`src/rtl/brk_count_pkg.sv`:
```
package brk_count_pkg;
  typedef struct packed {
    logic load;   // take the bus value
    logic dec;    // lower the count by one
    logic fire;   // request the interrupt
  } cnt_strobe_t;
endpackage

```
`src/rtl/brk_count_ctrl.sv`:
```
module brk_count_ctrl
  import brk_count_pkg::*;
(
  input  logic        clk,
  input  logic        rstN,
  input  logic        wrEn,
  input  logic        countModeEn,
  input  logic        breakEvent,
  input  logic        inShortLoop,
  input  logic        countIsZero,
  input  logic        countIsOne,
  output cnt_strobe_t strobe,
  output logic        breakIrq
);
  logic qualEvent;

  always_comb begin
    qualEvent    = breakEvent && !inShortLoop && !wrEn;
    strobe.load  = wrEn;
    strobe.dec   = qualEvent && countModeEn && !countIsZero;
    strobe.fire  = qualEvent && (!countModeEn || countIsOne || countIsZero);
  end

  always_ff @(posedge clk or negedge rstN) begin
    if (!rstN) breakIrq <= 1'b0;
    else       breakIrq <= strobe.fire;
  end

  // loop-tagged events never request the interrupt
  assert_loop_no_irq_R6: assert property (@(posedge clk) disable iff (!rstN)
    (breakEvent && inShortLoop) |=> !breakIrq);

  // a coincident write swallows the event
  assert_write_wins_irq_R9: assert property (@(posedge clk) disable iff (!rstN)
    wrEn |=> !breakIrq);

  // a pulse needs an event in the previous cycle
  assert_irq_has_cause_R8: assert property (@(posedge clk) disable iff (!rstN)
    !breakEvent |=> !breakIrq);
endmodule

```
`src/rtl/brk_count_dp.sv`:
```
module brk_count_dp
  import brk_count_pkg::*;
#(
  parameter int DATA_W = 16,
  parameter int CNT_W  = 12
) (
  input  logic              clk,
  input  logic              rstN,
  input  cnt_strobe_t       strobe,
  input  logic [DATA_W-1:0] wrData,
  output logic [CNT_W-1:0]  count,
  output logic              countIsZero,
  output logic              countIsOne
);
  localparam logic [CNT_W-1:0] ONE = CNT_W'(1);

  always_ff @(posedge clk or negedge rstN) begin
    if (!rstN)           count <= '0;
    else if (strobe.load) count <= wrData[CNT_W-1:0];
    else if (strobe.dec)  count <= count - ONE;
  end

  assign countIsZero = (count == '0);
  assign countIsOne  = (count == ONE);

  // a write lands in the count field
  assert_load_R1: assert property (@(posedge clk) disable iff (!rstN)
    strobe.load |=> count == $past(wrData[CNT_W-1:0]));

  // a decrement strobe lowers the count by exactly one
  assert_dec_step_R4: assert property (@(posedge clk) disable iff (!rstN)
    (strobe.dec && !strobe.load) |=> count == $past(count) - ONE);

  // without load or decrement the count holds
  assert_hold_R10: assert property (@(posedge clk) disable iff (!rstN)
    (!strobe.load && !strobe.dec) |=> $stable(count));
endmodule

```
`src/rtl/brk_count_reg.sv`:
```
module brk_count_reg
  import brk_count_pkg::*;
#(
  parameter int DATA_W = 16,
  parameter int CNT_W  = 12
) (
  input  logic              clk,
  input  logic              rstN,
  input  logic              wrEn,
  input  logic [DATA_W-1:0] wrData,
  output logic [DATA_W-1:0] rdData,
  input  logic              countModeEn,
  input  logic              breakEvent,
  input  logic              inShortLoop,
  output logic              breakIrq
);
  localparam int PAD_W = DATA_W - CNT_W;

  cnt_strobe_t      strobe;
  logic [CNT_W-1:0] count;
  logic             countIsZero;
  logic             countIsOne;

  brk_count_ctrl u_ctrl (
    .clk(clk), .rstN(rstN), .wrEn(wrEn), .countModeEn(countModeEn),
    .breakEvent(breakEvent), .inShortLoop(inShortLoop),
    .countIsZero(countIsZero), .countIsOne(countIsOne),
    .strobe(strobe), .breakIrq(breakIrq)
  );

  brk_count_dp #(.DATA_W(DATA_W), .CNT_W(CNT_W)) u_dp (
    .clk(clk), .rstN(rstN), .strobe(strobe), .wrData(wrData),
    .count(count), .countIsZero(countIsZero), .countIsOne(countIsOne)
  );

  generate
    if (PAD_W > 0) begin : g_pad
      assign rdData = {{PAD_W{1'b0}}, count};
    end else begin : g_nopad
      assign rdData = count;
    end
  endgenerate

  // an event at count one fires and empties the count
  assert_fire_at_one_R5: assert property (@(posedge clk) disable iff (!rstN)
    (countModeEn && breakEvent && !inShortLoop && !wrEn && rdData == DATA_W'(1))
      |=> (breakIrq && rdData == '0));

  // with the mode off, events leave the count alone
  assert_mode_off_hold_R3: assert property (@(posedge clk) disable iff (!rstN)
    (!countModeEn && !wrEn) |=> $stable(rdData));
endmodule

```
`config.mk`:
```
export PLATFORM = sky130hd
export DESIGN_NAME = brk_count_reg
export DESIGN_NICKNAME = d
export VERILOG_FILES = /design/src/rtl/brk_count_pkg.sv /design/src/rtl/brk_count_ctrl.sv /design/src/rtl/brk_count_dp.sv /design/src/rtl/brk_count_reg.sv
export SDC_FILE = /design/constraint.sdc
export NUM_CORES = 1
export LEC_CHECK = 0
export BUFFER_PORTS_ARGS = -buffer_cell sky130_fd_sc_hd__buf_2
export CELL_PAD_IN_SITES_DETAIL_PLACEMENT = 1
export CELL_PAD_IN_SITES_GLOBAL_PLACEMENT = 1
export CORE_MARGIN = 5
export CORE_UTILIZATION = 33
export DETAILED_ROUTE_END_ITERATION = 8
export GPL_ROUTABILITY_DRIVEN = 1
export PLACE_DENSITY_LB_ADDON = 0.1
export SYNTH_ARGS = -nofsm -noshare
export SYNTH_HDL_FRONTEND = slang
export SYNTH_SLANG_ARGS = --single-unit
```
`constraint.sdc`:
```
create_clock -name clk -period 2.37 [get_ports clk]
set_clock_uncertainty 0.1 [all_clocks]
set_input_delay 0.474 -clock clk [delete_from_list [all_inputs] [get_ports clk]]
set_output_delay 0.474 -clock clk [all_outputs]
set_load 0.01 [all_outputs]
```
==> results.yml <==
die:
  die_y_microns: 62.5
  die_area_sq_um: 3910
  start_util_pct: 33.6
  core_sq_um: 2710
  rows: 19
  fp.dieW_microns: 62.5
  ios: 39
worst_setup_path:
  reg2reg_depth: 6
  crit_required_ps: 2470
  rrSetupSlack_ps: 260
  r2r-start: "u_dp.count[0]"
  worstSetupEndpointType: "flop"
  cpPeakStageDelay_ps: 490
  critPathSlowestCell: "or4b_1"
  startpoint: "u_dp.count[0]"
  cp-start-kind: "flop"
  cp_top_family: "simple AND/OR/NAND/NOR gates"
  crit_chain: "inv_1 > ha_1 > nor3b_1 > nand2_1 > or4b_1 > a31oi_1"
  cp_max_fo: 5
  arrival_ps: 2220
  cp.buffers_inverters: 1
  timing.rr.end: "u_dp.count[6]"
  critical_path_class: "reg2reg"
cts:
  root_buffer: "clkbuf_4"
  clock_sinks: 13
  cts_max_level: 1
  cts_buffers: 3
  cts_tree: "yes"
  cts_buffer_depth: 2
  ctsResizeCount: 0
  insertion_delay_ps: 280
  clkSlewWorstSetupHoldPaths_ps: 90
sta:
  clock.fmax_mhz: 473
  finalWorstSetupSlack_ps: 257
  max-slew-margin-rel_pct: 63.8
  drv_slew: 0
  worst_pin_slew_ps: 539
  fin_crit_sh_pct: 89.2
  setup_viol: 0
  setup_tns_ps: 0
  rsz0062_at_grt: "false"
  fin_crit_ps: 2110
  hold_viol: 0
pwr:
  p_switching_mw: 0.183
  seq_power_share_pct: 50.3
  fin_total_pwr_mw: 0.547
  powerDensity_nw_per_um2: 491
  pwr-share-comb_pct: 23.4
  sw_frac_of_total_pct: 33.4
  p_clk_share_pct: 26.4
  ir_drop_mv: 0.316
  leakage_nw: 0.485
  p_int_mw: 0.364
yosys:
  synth_top_area_cell: "dfrtp_1"
  async_reset_ff_share_pct: 100
  yosysSeqAreaShare_pct: 35.7
  syn_inst: 101
  yosys_most_used_dff: "dfrtp_1"
  ys_warn_count: 0
  avgSynthCellArea_sq_um: 9.02
  synth_cell_types: 43
  synth_edf_count: 0
  yosys_register_bits: 13
  ys_top_cells_by_area: "dfrtp_1 (36%), nand2_1 (4.5%), ha_1 (4.1%)"
  synth_top_area_share_pct: 35.7
  synth_area_sq_um: 911
hold_path:
  hold_path_depth: 2
  worstHoldEndpoint: "u_ctrl.breakIrq"
  worstHoldStart: "countModeEn"
  hp-class: "in2reg"
placement:
  pre_cts_slack_ps: 226
  port_buffers: 30
  place_inst: 160
  hpwlAfterDp_microns: 2050
  placed_cell_area_sq_um: 1080
  place_congestion: 0.784
detailed_routing:
  vias: 900
  drc: 0
  via_per_inst: 5.45
  finalWirelength_microns: 2700
  ant_nets: 0
  drtIter0Drc: 25
  dr.pass1.iters: 4
  wl_per_cell_microns: 16.4
grt:
  grt_max_degree: 16
  grt_pass1_vias: 1031
  antenna_found_initial: 0
  grt-ovfl-total: 0
  grt_use_total_pct: 14.7
  grt_pass1_wl_microns: 4820
cells_and_area:
  synthToLayoutAreaGrowth_pct: 22.4
  final_common_cell: "buf_2"
  antenna_cells: 0
  nNetsFinal: 160
  final_layout_size_suffix_gt1_share_pct: 29.9
  final_cell_mix: "buf_2 (30), dfrtp_1 (13), nand2_1 (11)"
  finalNonFillerCells: 165
  fin_area_sq_um: 1110
run:
  cap_viol_max_count: 0
run_status:
  outcome: "completed"
flip-flops by register name, summed over array words and instances (netlist names):
name and flops:
u_dp.count 12, u_ctrl.breakIrq 1
metal layers:
metal,GRT usage [%],vias to the layer above,part of all wire (%)
li1,-,447,-
met1,18.2,433,46
met2,24.2,18,48
met3,4.14,2,4.8
met4,5.31,0,0.70
met5,0,-,0
per-stage QoR:
stage	hold slack, ps	utilization [%]
after floorplan	78.4	-
after global placement	292	39.8
after detailed placement	301	39.8
after CTS	285	41.1
after global routing	288	41.1
final	293	41.1
synth_stat cells, drive strengths merged, types with 3 or more instances:
master  number
dfrtp       13
o21ai        5
nor2         5
or4          3
nand2       11
a31oi        5
o211ai       3
inv          5
buf          7
or3          3
nand3        4
ha           3
repair_timing:
action,CTS,global route
hold endpoints to repair,13,0
buffers inserted,0,0
hold buffers,1,0
worst max-delay path by stage:
| stage | slack, ps | end | cells past startpoint |
|---|---|---|---|
| floorplan | 370 | u_dp.count[3] | 7 |
| global placement | 270 | u_dp.count[6] | 6 |
| detailed placement | 230 | u_dp.count[6] | 6 |
| CTS | 240 | u_dp.count[6] | 6 |
| global route | 130 | u_dp.count[6] | 6 |
| finish | 260 | u_dp.count[6] | 6 |
cell type report:
class	count	area, sq um
Clock buffer	4	26.3
Fill cell	347	1600
Inverter	5	18.8
Multi-Input combinational cell	78	523
Sequential cell	13	325
Tap cell	31	38.8
Timing Repair Buffer	34	183
logic make-up after synthesis:
kind of cell	count (synthesis)	synth area share [%]
buffers and inverters	13	8.10
xor gates and xnor gates	2	1.92
other	1	0.412
and+or+nand+nor	43	29.8
adders and majority gates	3	4.12
AOI/OAI and AO/OA	26	19.9
DFF	13	35.7
power by group through the flow:
| stage | Sequential, mW | Clock [mW] | Combinational, mW |
|---|---|---|---|
| finish | 0.275 | 0.144 | 0.128 |
| global route | 0.281 | 0.164 | 0.145 |
| CTS | 0.275 | 0.152 | 0.131 |
| detailed placement | 0.280 | 0 | 0.129 |
| global placement | 0.278 | 0 | 0.125 |
| floorplan | 0.283 | 0 | 0.0665 |
(Power assumes the default switching activity.)
